===== config.mk =====
export PLATFORM = sky130hd
export DESIGN_NAME = afr_fault_recorder
export DESIGN_NICKNAME = d
export VERILOG_FILES = /design/src/rtl/afr_pkg.sv /design/src/rtl/afr_ctrl.sv /design/src/rtl/afr_datapath.sv /design/src/rtl/afr_fault_recorder.sv
export SDC_FILE = /design/constraint.sdc
export NUM_CORES = 1
export LEC_CHECK = 0
export ABC_CLOCK_PERIOD_IN_PS = 2600
export CELL_PAD_IN_SITES_DETAIL_PLACEMENT = 1
export CELL_PAD_IN_SITES_GLOBAL_PLACEMENT = 2
export CORE_MARGIN = 4
export CORE_UTILIZATION = 38
export DETAILED_ROUTE_END_ITERATION = 10
export DONT_BUFFER_PORTS = 1
export MAX_ROUTING_LAYER = met4
export PLACE_DENSITY_LB_ADDON = 0.1
export REMOVE_ABC_BUFFERS = 1
export SETUP_SLACK_MARGIN = 0.15
export SLEW_MARGIN = 20
export SYNTH_ARGS = -nofsm -noshare
export SYNTH_HDL_FRONTEND = slang
export SYNTH_SLANG_ARGS = --single-unit

===== constraint.sdc =====
create_clock -name clk -period 2.6 [get_ports clk]
set_input_delay 0.26 -clock clk [delete_from_list [all_inputs] [get_ports clk]]
set_output_delay 0.26 -clock clk [all_outputs]
set_load 0.1 [all_outputs]

===== src/rtl/afr_pkg.sv =====
package afr_pkg;

  // Outstanding-transfer state kept by the control side.
  typedef enum logic [1:0] {
    ST_IDLE    = 2'd0,
    ST_WR_PEND = 2'd1,
    ST_RD_PEND = 2'd2
  } pendState_t;

  // Strobes passed from control to datapath each cycle.
  typedef struct packed {
    logic loadTxn;   // latch details of a new transfer
    logic beEvent;   // error acknowledge on an outstanding write
    logic toEvent;   // outstanding write ran out of time
    logic leEvent;   // error reported after the transfer
    logic clearAll;  // software write to the status word
  } ctrlStrobes_t;

  localparam int SIZE_W = 3;
  localparam logic [3:0] RESV_PATTERN = 4'h8;

endpackage


===== src/rtl/afr_ctrl.sv =====
module afr_ctrl
  import afr_pkg::*;
#(
  parameter int TIMEOUT_CYCLES = 320  // must be 2 or more
) (
  input  logic         clk,
  input  logic         rst_n,
  input  logic         txnStart,
  input  logic         txnRead,
  input  logic         busAck,
  input  logic         busErrAck,
  input  logic         lateErr,
  input  logic         statusWrite,
  output ctrlStrobes_t strobes
);

  localparam int CNT_W = $clog2(TIMEOUT_CYCLES);
  localparam logic [CNT_W-1:0] CNT_LAST = CNT_W'(TIMEOUT_CYCLES - 1);

  pendState_t stateQ, stateD;
  logic [CNT_W-1:0] cntQ, cntD;
  logic anyAck;
  logic timeUp;

  assign anyAck = busAck | busErrAck;
  assign timeUp = (cntQ == CNT_LAST);

  always_comb begin
    strobes.loadTxn  = txnStart;
    strobes.beEvent  = (stateQ == ST_WR_PEND) && busErrAck;
    strobes.toEvent  = (stateQ == ST_WR_PEND) && !anyAck && timeUp;
    strobes.leEvent  = lateErr;
    strobes.clearAll = statusWrite;
  end

  always_comb begin
    stateD = stateQ;
    cntD   = cntQ;
    unique case (stateQ)
      ST_WR_PEND: begin
        if (anyAck || timeUp) begin
          stateD = ST_IDLE;
          cntD   = '0;
        end else begin
          cntD = cntQ + 1'b1;
        end
      end
      ST_RD_PEND: begin
        if (anyAck) stateD = ST_IDLE;
      end
      default: ;
    endcase
    if (txnStart) begin
      stateD = txnRead ? ST_RD_PEND : ST_WR_PEND;
      cntD   = '0;
    end
  end

  always_ff @(posedge clk) begin
    if (!rst_n) begin
      stateQ <= ST_IDLE;
      cntQ   <= '0;
    end else begin
      stateQ <= stateD;
      cntQ   <= cntD;
    end
  end

  AST_CNT_BOUND: assert property (@(posedge clk) disable iff (!rst_n)
    cntQ <= CNT_LAST);

  AST_TO_ENDS_WRITE: assert property (@(posedge clk) disable iff (!rst_n)
    (strobes.toEvent && !txnStart) |=> (stateQ == ST_IDLE));

  AST_READ_CNT_IDLE: assert property (@(posedge clk) disable iff (!rst_n)
    (stateQ == ST_RD_PEND) |-> (cntQ == '0));

endmodule


===== src/rtl/afr_datapath.sv =====
module afr_datapath
  import afr_pkg::*;
#(
  parameter int ADDR_W = 32
) (
  input  logic              clk,
  input  logic              rst_n,
  input  ctrlStrobes_t      strobes,
  input  logic [ADDR_W-1:0] txnAddr,
  input  logic [SIZE_W-1:0] txnSize,
  input  logic              txnRead,
  input  logic              txnSuper,
  output logic [31:0]       statusWord,
  output logic [ADDR_W-1:0] faultAddr
);

  // Details of the most recently started transfer.
  logic [ADDR_W-1:0] curAddrQ;
  logic [SIZE_W-1:0] curSizeQ;
  logic              curReadQ;
  logic              curSuperQ;

  // Recorded fault state.
  logic              errSumQ;
  logic              leQ, toQ, beQ;
  logic [SIZE_W-1:0] capSizeQ;
  logic              capSuperQ;
  logic              capReadQ;
  logic              multiQ;
  logic              validQ;
  logic [ADDR_W-1:0] faultAddrQ;

  logic anyEvt;
  logic twoEvt;
  logic heldAfterClear;

  assign anyEvt = strobes.beEvent | strobes.toEvent | strobes.leEvent;
  assign twoEvt = (strobes.beEvent & strobes.toEvent) |
                  (strobes.beEvent & strobes.leEvent) |
                  (strobes.toEvent & strobes.leEvent);
  assign heldAfterClear = !strobes.clearAll && (leQ | toQ | beQ);

  always_ff @(posedge clk) begin
    if (!rst_n) begin
      curAddrQ  <= '0;
      curSizeQ  <= '0;
      curReadQ  <= 1'b0;
      curSuperQ <= 1'b0;
    end else if (strobes.loadTxn) begin
      curAddrQ  <= txnAddr;
      curSizeQ  <= txnSize;
      curReadQ  <= txnRead;
      curSuperQ <= txnSuper;
    end
  end

  always_ff @(posedge clk) begin
    if (!rst_n) begin
      errSumQ    <= 1'b0;
      leQ        <= 1'b0;
      toQ        <= 1'b0;
      beQ        <= 1'b0;
      capSizeQ   <= '0;
      capSuperQ  <= 1'b0;
      capReadQ   <= 1'b0;
      multiQ     <= 1'b0;
      validQ     <= 1'b0;
      faultAddrQ <= '0;
    end else begin
      if (strobes.clearAll) begin
        errSumQ   <= 1'b0;
        leQ       <= 1'b0;
        toQ       <= 1'b0;
        beQ       <= 1'b0;
        capSizeQ  <= '0;
        capSuperQ <= 1'b0;
        capReadQ  <= 1'b0;
        multiQ    <= 1'b0;
        validQ    <= 1'b0;
      end
      if (anyEvt) begin
        if (heldAfterClear) begin
          multiQ <= 1'b1;
        end else begin
          errSumQ    <= 1'b1;
          leQ        <= strobes.leEvent;
          toQ        <= strobes.toEvent;
          beQ        <= strobes.beEvent;
          capSizeQ   <= curSizeQ;
          capSuperQ  <= curSuperQ;
          capReadQ   <= curReadQ;
          multiQ     <= twoEvt;
          validQ     <= 1'b1;
          faultAddrQ <= curAddrQ;
        end
      end
    end
  end

  assign statusWord = {errSumQ, leQ, toQ, beQ, capSizeQ, capSuperQ,
                       RESV_PATTERN, multiQ, capReadQ, validQ, 17'd0};
  assign faultAddr  = faultAddrQ;

  AST_SUMMARY_MATCH: assert property (@(posedge clk) disable iff (!rst_n)
    errSumQ == (leQ | toQ | beQ));

  AST_MULTI_NEEDS_VALID: assert property (@(posedge clk) disable iff (!rst_n)
    multiQ |-> validQ);

  AST_ADDR_HELD: assert property (@(posedge clk) disable iff (!rst_n)
    (validQ && !strobes.clearAll) |=> $stable(faultAddrQ));

  AST_CLASS_HELD: assert property (@(posedge clk) disable iff (!rst_n)
    (errSumQ && !strobes.clearAll) |=> $stable({leQ, toQ, beQ, capSizeQ}));

  AST_CLEAR_WORKS: assert property (@(posedge clk) disable iff (!rst_n)
    (strobes.clearAll && !anyEvt) |=> (!errSumQ && !validQ && !multiQ));

endmodule


===== src/rtl/afr_fault_recorder.sv =====
module afr_fault_recorder
  import afr_pkg::*;
#(
  parameter int ADDR_W         = 32,
  parameter int TIMEOUT_CYCLES = 320  // 12.8 us at 25 MHz
) (
  input  logic              clk,
  input  logic              rst_n,
  input  logic              txnStart,
  input  logic [ADDR_W-1:0] txnAddr,
  input  logic [2:0]        txnSize,
  input  logic              txnRead,
  input  logic              txnSuper,
  input  logic              busAck,
  input  logic              busErrAck,
  input  logic              lateErr,
  input  logic              statusWrite,
  output logic [31:0]       statusWord,
  output logic [ADDR_W-1:0] faultAddr,
  output logic              faultIrq
);

  ctrlStrobes_t strobes;

  afr_ctrl #(
    .TIMEOUT_CYCLES(TIMEOUT_CYCLES)
  ) ctrl_i (
    .clk        (clk),
    .rst_n      (rst_n),
    .txnStart   (txnStart),
    .txnRead    (txnRead),
    .busAck     (busAck),
    .busErrAck  (busErrAck),
    .lateErr    (lateErr),
    .statusWrite(statusWrite),
    .strobes    (strobes)
  );

  afr_datapath #(
    .ADDR_W(ADDR_W)
  ) dp_i (
    .clk       (clk),
    .rst_n     (rst_n),
    .strobes   (strobes),
    .txnAddr   (txnAddr),
    .txnSize   (txnSize),
    .txnRead   (txnRead),
    .txnSuper  (txnSuper),
    .statusWord(statusWord),
    .faultAddr (faultAddr)
  );

  assign faultIrq = statusWord[31];

endmodule


# ---- Word level (Yosys, flattened, before mapping)
# Cells that the tools add are included.
dict set report word_totals {
  in_bits 44
  register_bits 91
  ram_bits 0
  elab_cells 79
  latch_bits 0
  romBits 0
  n_memories 0
  out_inout_bits 65
}
dict set report classes {
  multipliers 0
  n_shift 0
  div_mod_pow 0
  n_lt_le_gt_ge 0
  add_sub_neg 1
  n_reduce_logical 12
  bitwise_logic 12
  muxes 33
  n_eq_ne 5
}
# cell count
set op_table {}
lappend op_table {{1-bit 2-to-1 mux} 24}
lappend op_table {{9-bit by 1-bit adder with 9-bit output (second input constant)} 1}
lappend op_table {{9-bit equality test (second input constant)} 1}
lappend op_table {{3-bit 2-to-1 mux} 3}
lappend op_table {{9-bit 2-to-1 mux} 1}
lappend op_table {{2-bit 2-to-1 mux} 4}
lappend op_table {{1-bit bitwise OR} 7}
lappend op_table {{1-bit logical AND} 4}
lappend op_table {{2-bit one-hot mux with 2 select lines} 1}
lappend op_table {{1-bit AND} 3}
lappend op_table {{3-bit by 2-bit != test with 1-bit output (second input constant)} 1}
lappend op_table {{3-bit != test (second input constant)} 1}
lappend op_table {{3-bit AND reduction} 1}
lappend op_table {{3-bit nonzero test} 1}
lappend op_table {{2-bit by 1-bit equality test with 1-bit output (second input constant)} 1}
lappend op_table {{2-bit equality test (second input constant)} 1}
lappend op_table {{1-bit logical NOT} 2}
lappend op_table {{1-bit inverter} 2}
lappend op_table {{2-bit AND reduction} 1}
lappend op_table {{2-bit nonzero test} 1}
lappend op_table {{2-bit OR reduction} 1}
lappend op_table {{1-bit logical OR} 1}

# ---- Longest topological paths before layout
# Gate-level depths: netlist of the first run.
dict set report logic_depth {
  word_depth 9
  ltp_mapped 8
}

# ---- Modules after synthesis
# Synthesis of the first run repeated with hierarchy kept, for this count alone.
dict set report unflattened {
  hier_cells 414
  area_unflattened_um2 3966.3
}
# module cells_each area_each_um2 n_inst seq_area_each_um2
set by_module_without_submodules {}
lappend by_module_without_submodules {afr_datapath 342 3358.2 1 1601.5}
lappend by_module_without_submodules {afr_ctrl 71 600.6 1 220.2}
lappend by_module_without_submodules {afr_fault_recorder 1 7.5 1 0.0}

# ---- Worst setup path after synthesis of the first run
# No wires, ideal clock.
dict set report synth_path {
  path_type {reg2reg}
  startpoint {reg ctrl_i.cntQ[0]}
  endpoint {reg dp_i.faultAddrQ[2] (netlist: dp_i.faultAddr[2])}
  path_slack_ns 0.733
  stages_incl_launch_ff 9
  arrival_time_ns 1.795
  period_less_slack_ns 1.867
  n_path_buf 3
  cell_sequence {dfxtp_1 > ha_1 > nand4b_2 > o41ai_4 > o21a_1 > buf_4 > buf_12 > buf_12 > mux2i_1}
}
dict set report synth_via {
  elab_chain_len 5
}
# element line_no
set synth_rtl {}
lappend synth_rtl {{from (decl)} afr_ctrl.sv:21} ;# logic [CNT_W-1:0] cntQ, cntD;
lappend synth_rtl {{from (signal assigned)} afr_ctrl.sv:65} ;# cntQ <= cntD;
lappend synth_rtl {{9-bit equality test} afr_ctrl.sv:26} ;# assign timeUp = (cntQ == CNT_LAST);
lappend synth_rtl {{1-bit logical AND} afr_ctrl.sv:31} ;# strobes.toEvent = (stateQ == ST_WR_PEND) && !anyAck && timeUp;
lappend synth_rtl {{1-bit bitwise OR (2 in series)} afr_datapath.sv:37} ;# assign anyEvt = strobes.beEvent | strobes.toEvent | strobes.leEvent;
lappend synth_rtl {{2-bit AND reduction (no line)} n/a}
lappend synth_rtl {{to (signal assigned)} afr_datapath.sv:94} ;# faultAddrQ <= curAddrQ;
lappend synth_rtl {{to (decl)} afr_datapath.sv:31} ;# logic [ADDR_W-1:0] faultAddrQ;
# No other way between the ends.
# A chain may end at the register's enable or synchronous reset.

# ---- Final worst setup path of the first run
dict set report layout_path {
  startpoint {reg ctrl_i.cntQ[0]}
  endpoint {reg dp_i.faultAddrQ[10] (netlist: dp_i.faultAddr[10])}
}
# Same word-level chain as after synthesis.

==> results of run 1 <==
==> cell usage after synthesis (all sizes together), types with 2 or more instances <==
| cell | instances | area share [%] |
|---|---|---|
| conb | 2 | 0.19 |
| nor2b | 42 | 6.7 |
| nand3b | 3 | 0.57 |
| xnor2 | 3 | 0.67 |
| o21ai | 3 | 0.38 |
| buf | 36 | 7.3 |
| nand2b | 3 | 0.48 |
| nand2 | 80 | 7.7 |
| mux2i | 74 | 19 |
| nor3 | 2 | 0.26 |
| nor2 | 11 | 1.1 |
| nand4 | 4 | 0.64 |
| o21a | 4 | 0.77 |
| dfxtp | 91 | 46 |
| nand3 | 2 | 0.26 |
| inv | 3 | 0.29 |
| clkbuf | 18 | 1.7 |
| a21boi | 4 | 0.77 |
| and3 | 2 | 0.32 |
| or2 | 2 | 0.32 |
| xor2 | 5 | 1.1 |
==> per-stage QoR <==
stage | std cells | area (µm²)
floorplan | 370 | 3630
global placement | 528 | 4000
detailed placement | 528 | 4000
CTS | 543 | 4200
global route | 543 | 4200
finish | 543 | 4200
==> routing by layer <==
layer / vias to the layer above / part of all wire, % / GRT usage (%)
li1: 1272 / - / -
met4: 0 / 2.1 / 6.14
met2: 74 / 46 / 23.1
met1: 1203 / 45 / 17.7
met3: 15 / 7.3 / 4.58
met5: - / 0 / -
==> power by group through the flow <==
stage          combinational (µW)  clock, µW  sequential, µW
2_1_floorplan                 279          0            1720
3_3_place_gp                  447          0            1600
3_5_place_dp                  453          0            1610
4_1_cts                       453        997            1570
5_1_grt                       476       1060            1580
6_report                      449        956            1570
==> kinds of logic after synthesis <==
| kind of cell | synth area share (%) |
|---|---|
| AO/OA/AOI/OAI | 3.51 |
| XOR/XNOR | 1.79 |
| adder cells (fa/ha/maj) | 0.319 |
| buffers and inverters | 9.36 |
| flip-flops | 46.5 |
| multiplexers | 18.9 |
| other | 0.192 |
| AND/OR/NAND/NOR | 19.4 |
==> layout make-up <==
| cell class | count | area share, % |
|---|---|---|
| sequential | 91 | 43.4 |
| multi-input combinational | 276 | 43.0 |
| timing repair buffer | 25 | 4.77 |
| tap | 133 | 3.97 |
| clock buffer | 11 | 3.37 |
| clock inverter | 4 | 1.22 |
| inverter | 3 | 0.268 |
==> worst max-delay path, stage by stage (launching register included) <==
cell and delay (ns):
dfxtp_1 0.37, ha_1 0.26, nand4b_2 0.19, o41ai_4 0.43, o21a_2 0.21, buf_12 0.23, mux2i_1 0.22
==> final timing paths <==
kind | start | to | slack (ns) | cells past startpoint
setup / recovery | ctrl_i.cntQ[0] | dp_i.faultAddr[10] | 0.59 | 6
hold / removal | rst_n | dp_i.curAddrQ[3] | 0.04 | 1
setup reg to reg | ctrl_i.cntQ[0] | dp_i.faultAddr[10] | 0.59 | 6
hold reg to reg | dp_i.curSuperQ | dp_i.capSuperQ | 0.45 | 2
==> sequential cells by signal, indices dropped and copies added (netlist names), 2 cells and up <==
name	count
dp_i.curAddrQ	32
ctrl_i.cntQ	9
dp_i.curSizeQ	3
ctrl_i.stateQ	2
dp_i.capSizeQ	3
dp_i.faultAddr	32
==> results by group, run 1 <==
Routing
  – Avg Vias per Cell: 4.72
  – First-pass detailed-route iteration total: 4
  – DRC: 0
  – Post-route ant nets: 0
  – Routed vias: 2564
  – Wire length per cell: 14.8 µm
  – Initial DRC Count: between 70 and 80
  – Routed WL: 8050 µm

STA
  – Final Hold Fails: 0
  – Hold slack: 0.0356 ns
  – RSZ-0062 raised after global routing: no
  – Final Skew: 0.0151 ns
  – PnR worst setup slack: ~0.6 ns
  – Final TNS setup: 0 ns
  – Min Tclk post-route: 2.01 ns
  – Actual slew at the worst max-slew pin: 1.02 ns
  – Tcrit/Tclk final: 77.1%
  – Pins Over Slew Limit: 0
  – Max transition margin: between 30% and 40%
  – Endpoints failing setup: 0
  – Max frequency: 499 MHz

CTS
  – Clk sinks: 91
  – CTS max path bufs: 2
  – CTS clk-pin slew, worst paths: 0.09 ns
  – CTS Hold Bufs: 0
  – Post-CTS Resized: 0
  – TritonCTS clock tree: done
  – Root buffer cell: clkbuf_8
  – Clock latency on the worst-skew pair: 0.36 ns
  – Setup Buffers After CTS: 0
  – Num CTS Buffers: 9
  – Max H-tree Level: 3

Power and ir drop
  – Flop pwr share: 52.8%
  – Pwr dens: 710 nW/µm²
  – Switch Pwr: roughly 940 µW
  – Static Leak: 0.00178 µW
  – IR drop worst, VDD: 0.000312 V
  – Clock group share of total power: between 30% and 40%
  – Gate power share: about 15%
  – Total power: 2980 µW
  – Pint: 2040 µW
  – Switching share of power: a little under a third

Finish
  – Post-route core utilization: between 40% and 50%
  – Commonest non-fill, non-tap cells in the layout: dfxtp_1 (90), nand2_1 (80), mux2i_1 (74)
  – Fillers: approximately 1200
  – Post-layout net count: 451
  – Layout cell share with drive strength beyond 1: 11.5%
  – Diode count: 0
  – P&R area growth vs syn: 7.09%
  – Most common cell after layout, fill and taps aside: dfxtp_1
  – Reg area: 1820 µm²
  – Area of the multi-input gates: 1800 µm²

Placement
  – DP Wirelength: about 5400 µm
  – Placer Congestion: 0.750
  – Pre-CTS WS: 0.597 ns
  – Number of port buffers: 0

Yosys
  – Seq/Total Area, Yosys: around 46%
  – Cell Area, Synth: 3920 µm²
  – Post-synth ARST share: 0%
  – Syn_area_per_cell: 9.68 µm²
  – Synth Register Bits: 91
  – Number of synthesized flops with an enable pin: 0
  – Synthesized netlist cell count: between 400 and 500
  – Top FF cell, synth: dfxtp_1
  – Yosys cell types: 35
  – Yosys Warn Count: 0

Worst setup path
  – Critical path arrival: 2.28 ns
  – Startpoint Class: flip-flop
  – Critical path capture point type: flip-flop
  – CP Data Required Time: 2.87 ns
  – Critical path class: flip-flop to flip-flop
  – CP Max Fanout: 29

Hold path
  – Hold/Removal Path Class: input port to flip-flop

GRT
  – Vias in the first global route: 2689
  – Grt ovf: 0
  – First-pass GRT wire length: 13500 µm
  – Maximum number of pins on one net before global-route repair: 118
  – Initial antenna violation count: 0
  – Tot GR Track Use: 14.8%

Floorplanning
  – FP Rows: 36
  – Die Span Y: 110 µm
  – Top Ports: 109
  – DIE AREA: 12000 µm²
  – Die W: about 110 µm
  – Core Area: 9910 µm²
  – Initial Utilization: 39.5%

Status
  – Status: completed

Flow run
  – Max-cap violations: 0
Power figures use the tool's default switching activity.
==> inputs of run 2 (changes only) <==
Settings changed: ABC_CLOCK_PERIOD_IN_PS 2600 to 1970.
Clock period 2.6 ns to 1.97 ns, I/O delays scaled along.
==> run 2 against run 1 <==
Clock power increased by 31%; highest routed layer unchanged; global-route usage is 2.4 points higher; non-clock buffer count grew 54; sequential power grew 25%; flip-flop and latch count unchanged; setup slack lost 0.44 ns; sequential share of layout area is 5.4 points lower; design area rose by 15%; utilization increased by 6.3 points; largest power group unchanged; routed wire length increased by 20%.
==> results by group, run 2 (synthesis gave the netlist of run 1 again) <==
Status
  – Status: completed

CTS
  – Root buffer cell: clkbuf_8
  – TritonCTS clock tree: done
  – Clock latency on the worst-skew pair: 0.35 ns (about the same)
  – Max H-tree Level: 3 (unchanged)
  – Num CTS Buffers: 9 (unchanged)
  – CTS clk-pin slew, worst paths: 0.09 ns (about the same)
  – Clk sinks: 91 (unchanged)
  – CTS max path bufs: 2 (unchanged)

Floorplanning
  – Die Span Y: 110 µm (unchanged)
  – FP Rows: 36 (unchanged)
  – DIE AREA: 12000 µm² (unchanged)
  – Core Area: 9910 µm² (unchanged)
  – Die W: 110 µm (unchanged)
  – Initial Utilization: 39.5% (unchanged)
  – Top Ports: 109 (unchanged)

STA
  – Final Hold Fails: 0 (unchanged)
  – Actual slew at the worst max-slew pin: 0.629 ns (-0.387 ns)
  – Max frequency: 552 MHz (+11%)
  – Tcrit/Tclk final: 92.0% (+15 points)
  – Max transition margin: 57.9% (+26 points)
  – Final Skew: 0.0138 ns (-0.00136 ns)
  – Min Tclk post-route: 1.81 ns (-0.194 ns)
  – PnR worst setup slack: 0.158 ns (-0.436 ns)
  – Endpoints failing setup: 0 (unchanged)
  – Hold slack: 0.0231 ns (-0.0125 ns)
  – RSZ-0062 raised after global routing: yes
  – Pins Over Slew Limit: 0 (unchanged)

Worst setup path
  – Worst R2R End: dp_i.faultAddr[21]
  – CP Max Fanout: 6 (-79%)
  – CP endpoint: dp_i.faultAddr[21]
  – Startpoint Class: flip-flop
  – Critical path startpoint: ctrl_i.cntQ[0]
  – CP Data Required Time: 2.26 ns (-0.61 ns)
  – Critical path arrival: 2.10 ns (-0.18 ns)
  – Worst R2R Start: ctrl_i.cntQ[0]
  – Critical path class: flip-flop to flip-flop
  – FF-to-FF setup slack: 0.16 ns (-0.44 ns)
  – Critical path capture point type: flip-flop
  – R2R cell count: 7 (+1)

Routing
  – Routed vias: 2771 (+8.1%)
  – First-pass detailed-route iteration total: 4 (unchanged)
  – Routed WL: 9630 µm (+20%)
  – Avg Vias per Cell: 4.64 (-1.7%)
  – Wire length per cell: 16.1 µm (+8.8%)
  – Initial DRC Count: 101 (+31%)
  – Post-route ant nets: 0 (unchanged)
  – DRC: 0 (unchanged)

Placement
  – Pre-CTS WS: 0.0871 ns (-0.510 ns)
  – Placer Congestion: 0.730 (-2.6%)
  – Number of port buffers: 0 (unchanged)
  – Placed cell area: 4200 µm² (+5.0%)
  – DP Wirelength: 5620 µm (+3.3%)

Finish
  – Diode count: 0 (unchanged)
  – Reg area: 1830 µm² (+0.48%)
  – Area of the multi-input gates: 1840 µm² (+1.8%)
  – Final Instance Area: 4820 µm² (+15%)
  – Commonest non-fill, non-tap cells in the layout: dfxtp_1 (85), nand2_1 (80), mux2i_1 (74)
  – Post-layout net count: 505 (+12%)
  – Fillers: 1126 (-3.1%)
  – Layout cell share with drive strength beyond 1: 19.4% (+7.9 points)
  – P&R area growth vs syn: 22.9%
  – Most common cell after layout, fill and taps aside: dfxtp_1

Power and ir drop
  – IR drop worst, VDD: 0.000418 V (+34%)
  – Pwr dens: 849 nW/µm² (+20%)
  – Static Leak: 0.00214 µW (+20%)

Hold path
  – Hold wc startpoint: txnAddr[14]
  – Hold/Removal Path Class: input port to flip-flop

GRT
  – First-pass GRT wire length: 15300 µm (+13%)
  – Initial antenna violation count: 0 (unchanged)
  – Grt ovf: 0 (unchanged)
  – Tot GR Track Use: 17.2% (+2.4 points)
  – Vias in the first global route: 2953 (+9.8%)
  – Maximum number of pins on one net before global-route repair: 90 (-24%)

Flow run
  – Max-cap violations: 0 (unchanged)
## run 2: cell count changes in the layout (fill, tap and decap cells not counted), sizes merged
| cell | change |
|---|---|
| dlygate4sd3 | +18 |
| clkbuf | +1 |
| bufbuf | +1 |
| buf | +34 |
## run 2: layer usage
layer | wire length [µm] | part of all wire, % | up-vias | track usage (%)
li1 | - | - | 1384 | -
met1 | 4250 | 44 | 1311 | 20.7
met2 | 4620 | 48 | 70 | 27.3
met3 | 688 | 7.1 | 6 | 6.22
met4 | 63 | 0.65 | 0 | 4.63
met5 | 0 | 0 | - | -
## run 2: how the worst min path moves through the flow
stage / endpoint / cells after the start
after floorplan: dp_i.errSumQ / 1
after global placement: dp_i.toQ / 1
after detailed placement: dp_i.errSumQ / 1
after CTS: dp_i.faultAddr[13] / 2
after global routing: dp_i.curAddrQ[16] / 2
final: dp_i.curAddrQ[14] / 2
## run 2: critical path, cell delays in order, from the launching register on
cell and delay (ns):
dfxtp_4 0.37, ha_4 0.14, nand4b_4 0.12, o41ai_4 0.40, o21a_4 0.21, buf_4 0.16, clkbuf_16 0.16, mux2i_1 0.17
## run 2: through the flow
step                      cells  util [%]  total power [µW]  TNS [ns]
after floorplan             370         -              2630    -31.96
after global placement      553      42.4              2740         0
after detailed placement    553      42.4              2750         0
after CTS                   595      48.0              4140         0
after global routing        597      48.6              4280         0
final                       597      48.6              4090         0
## run 2: repair_timing
action                                 4_1_cts  5_1_grt
endpoints found under the hold margin       76        0
buffers inserted                             5        1
hold buffers                                19        0
setup endpoints to repair                   24       40
pin swaps                                    2        3
gates cloned                                 3        1
gates resized for setup                      6        7
## run 2: power by group
part	total, µW	switching [µW]	internal, µW	leakage, µW
clock network	1250	635	616	0.0000954
registers	1960	38.1	1920	0.000748
logic	879	621	258	0.00130
total	4090	1290	2790	0.00214
## run 2: layout make-up
cell class	count	area share, %
Clock buffer	11	2.94
Multi-Input combinational cell	276	38.1
Timing Repair Buffer	79	16.2
Clock inverter	4	1.07
Sequential cell	91	38.0
Tap cell	133	3.46
Inverter	3	0.234
==> inputs of run 3 (changes only) <==
Settings changed: SYNTH_HIERARCHICAL from default to 1.
==> run 3 against run 2 <==
Via count is 5.7% higher; combinational power hardly changed; clock skew is 0.0086 ns lower; utilization is 0.81 points higher; synthesized cell count is 2.2% higher; highest routed layer unchanged; total power is 2.2% lower; largest power group unchanged; sequential power hardly changed; die area is 1.1% higher; cell count is 6.2% higher.
==> results by group, run 3 <==
Status
  – Status: completed

Yosys
  – Synthesized netlist cell count: 414 (+2.2%)
  – Seq/Total Area, Yosys: 45.9% (-0.56 points)
  – Most common cell in the netlist: dfxtp_1
  – Adder-Cell Fraction of Synth Area: 0.315% (-0.0038 points)
  – Cell Area, Synth: 3970 µm² (+1.2%)
  – Top cell type by total area after synthesis: dfxtp_1
  – Synth top area cells: dfxtp_1 (46%), mux2i_1 (19%), nand2_1 (7.1%)
  – XOR/XNOR Fraction of Synth Area: 0.662% (-1.1 points)
  – Yosys cell types: 41 (+17%)
  – Top FF cell, synth: dfxtp_1
  – Number of synthesized flops with an enable pin: 0 (unchanged)
  – Most frequent cells after synthesis: dfxtp_1 (91), nand2_1 (75), mux2i_1 (74), nor2b_1 (40), buf_4 (35)
  – Synth Area in Compound Gates: 5.55% (+2.0 points)
  – Syn_area_per_cell: 9.58 µm² (-0.99%)
  – Synth Register Bits: 91 (unchanged)
  – Post-synth ARST share: 0% (unchanged)
  – Share of the synthesized area in the top cell type: 45.9% (-0.56 points)
  – Post-Synth Simple-Gate Area: 18.6% (-0.83 points)
  – Yosys Warn Count: 6 (+6)
  – Mux share of post-synthesis cell area: 18.7% (-0.23 points)
  – Largest family of logic cells by synthesized area: multiplexers

Routing
  – DRC: 0 (unchanged)
  – Initial DRC Count: 75 (-26%)
  – Routed WL: 9590 µm (-0.39%)
  – Routed vias: 2928 (+5.7%)
  – First-pass detailed-route iteration total: 4 (unchanged)
  – Post-route ant nets: 0 (unchanged)
  – Avg Vias per Cell: 4.62 (-0.50%)
  – Wire length per cell: 15.1 µm (-6.2%)

Placement
  – Placer Congestion: 0.727 (-0.49%)
  – DP Cell Count: 576 (+4.2%)
  – Number of port buffers: 0 (unchanged)
  – Placed cell area: 4330 µm² (+3.0%)
  – DP Wirelength: 5730 µm (+2.0%)

Finish
  – Most common cell after layout, fill and taps aside: dfxtp_1
  – Fillers: 1158 (+2.8%)
  – Fin cells: 634 (+6.2%)
  – Post-route core utilization: 49.4% (+0.81 points)
  – Post-layout net count: 539 (+6.7%)
  – Final Instance Area: 5050 µm² (+5.0%)
  – Layout cell share with drive strength beyond 1: 20.3% (+0.88 points)
  – Commonest non-fill, non-tap cells in the layout: dfxtp_1 (86), nand2_1 (75), mux2i_1 (74)
  – P&R area growth vs syn: 27.4%
  – Diode count: 0 (unchanged)

GRT
  – Tot GR Track Use: 16.5% (-0.71 points)
  – Initial antenna violation count: 0 (unchanged)
  – First-pass GRT wire length: 15000 µm (-2.1%)
  – Vias in the first global route: 2995 (+1.4%)
  – Maximum number of pins on one net before global-route repair: 87 (-3.3%)
  – Grt ovf: 0 (unchanged)

Worst setup path
  – Critical path arrival: 2.22 ns (+0.12 ns)
  – CP Max Fanout: 7 (+1)
  – Worst R2R Start: ctrl_i/cntQ[0]
  – Critical path class: flip-flop to flip-flop
  – CP Data Required Time: 2.25 ns (about the same)
  – R2R cell count: 9 (+2)
  – Critical path capture point type: flip-flop
  – FF-to-FF setup slack: 0.03 ns (-0.13 ns)
  – Critical path startpoint: ctrl_i/cntQ[0]
  – Worst R2R End: dp_i/faultAddr[11]
  – Startpoint Class: flip-flop
  – CP endpoint: dp_i/faultAddr[11]

STA
  – Final Skew: 0.00519 ns (-0.00857 ns)
  – Max transition margin: 63.6% (+5.7 points)
  – Endpoints failing setup: 0 (unchanged)
  – Tcrit/Tclk final: 98.6% (+6.6 points)
  – Max frequency: 515 MHz (-6.7%)
  – Actual slew at the worst max-slew pin: 0.551 ns (-0.0782 ns)
  – Min Tclk post-route: 1.94 ns (+0.130 ns)
  – RSZ-0062 raised after global routing: yes
  – Final Hold Fails: 0 (unchanged)
  – Pins Over Slew Limit: 0 (unchanged)

CTS
  – TritonCTS clock tree: done
  – Num CTS Buffers: 9 (unchanged)
  – CTS clk-pin slew, worst paths: 0.08 ns (about the same)
  – Clock latency on the worst-skew pair: 0.35 ns (about the same)
  – Clk sinks: 91 (unchanged)
  – Root buffer cell: clkbuf_8
  – Max H-tree Level: 3 (unchanged)
  – CTS max path bufs: 2 (unchanged)

Floorplanning
  – DIE AREA: 12100 µm² (+1.1%)
  – Core Area: 10200 µm² (+3.2%)
  – FP Rows: 37 (+2.8%)
  – Initial Utilization: 38.8% (-0.78 points)
  – Die Span Y: 110 µm (+0.56%)
  – Top Ports: 109 (unchanged)
  – Die W: 110 µm (+0.56%)

Power and ir drop
  – Flop pwr share: 48.9% (+1.0 points)
  – Switching share of power: 31.5% (-0.17 points)
  – Pwr dens: 791 nW/µm² (-6.8%)
  – Static Leak: 0.00222 µW (+3.9%)
  – Pint: 2740 µW (-2.0%)
  – Clock group share of total power: 29.1% (-1.5 points)
  – Switch Pwr: 1260 µW (-2.7%)
  – Gate power share: 22.0% (+0.5 points)
  – IR drop worst, VDD: 0.000305 V (-27%)
  – Total power: 4000 µW (-2.2%)

Hold path
  – Hold/Removal Path Class: input port to flip-flop

Flow run
  – Max-cap violations: 0 (unchanged)
run 3: cell count changes after synthesis, sizes merged, moves of 4 or more:
cell    before  now
a211oi       0    4
nand2       80   75
o21ai        3   11
clkbuf      18   11
buf         36   45
nor2        11    4
nand3        2    9
run 3: critical path, cell delays in order, from the launching register on:
cell      delay (ns)
dfxtp_2         0.36
ha_4            0.13
nand4b_1        0.18
nor3_4          0.22
and2_4          0.17
nor3_2          0.05
o21ba_4         0.31
buf_6           0.13
buf_12          0.12
mux2i_1         0.19
run 3: per-layer routing:
layer | up-vias | GRT usage (%) | share of wire [%]
li1 | 1483 | - | -
met1 | 1371 | 19.5 | 44
met2 | 61 | 26.0 | 48
met3 | 13 | 4.60 | 5.6
met4 | 0 | 8.00 | 2.3
met5 | - | - | 0
run 3: worst min-delay path by stage:
stage / from / end / depth (start not counted)
after floorplan: rst_n / dp_i/errSumQ / 1
after global placement: rst_n / dp_i/validQ / 1
after detailed placement: rst_n / dp_i/validQ / 1
after CTS: txnAddr[25] / dp_i/curAddrQ[25] / 2
after global routing: txnAddr[5] / dp_i/curAddrQ[5] / 2
final: txnAddr[25] / dp_i/curAddrQ[25] / 2
run 3: cell type report:
| class | count | area, µm² | share of cell area [%] |
|---|---|---|---|
| clock inverter | 2 | 10.0 | 0.198 |
| sequential | 91 | 1830 | 36.2 |
| timing repair buffer | 106 | 1000 | 19.9 |
| inverter | 6 | 22.5 | 0.446 |
| multi-input combinational | 280 | 1850 | 36.6 |
| clock buffer | 13 | 169 | 3.34 |
| tap | 136 | 170 | 3.37 |
run 3: cells by family (layout without fill, tap and decap cells):
family / after synthesis / in the layout
AND/OR/NAND/NOR: 148 / 148
flip-flops: 91 / 91
multiplexers: 74 / 74
buffers and inverters: 62 / 127
AO/OA/AOI/OAI: 33 / 33
XOR/XNOR: 3 / 3
other: 2 / 21
adder cells (fa/ha/maj): 1 / 1
run 3: metrics by stage:
step                setup slack (ns)  hold slack (ns)  TNS (ns)
finish                        0.0285           0.0222         0
global route                 -0.0998           0.0181     -2.17
CTS                           0.0289         0.000731         0
detailed placement            -0.101            0.345     -2.14
global placement             -0.0145            0.332    -0.255
floorplan                      -1.20            0.315    -46.66
run 3: power by group through the flow:
| stage | clock network [µW] | registers, µW | logic, µW |
|---|---|---|---|
| 2_1_floorplan | 0 | 2260 | 362 |
| 3_3_place_gp | 0 | 2000 | 734 |
| 3_5_place_dp | 0 | 2000 | 742 |
| 4_1_cts | 1240 | 1960 | 873 |
| 5_1_grt | 1310 | 1970 | 925 |
| 6_report | 1160 | 1960 | 879 |
run 3: timing repair:
action                                  in CTS  in global routing
resized for setup                            9                  6
hold endpoints to repair                    81                  0
buffers inserted                             6                  2
pin swaps                                    2                  3
cloned                                       2                  1
hold buffers                                32                  0
endpoints found under the setup margin      40                 40
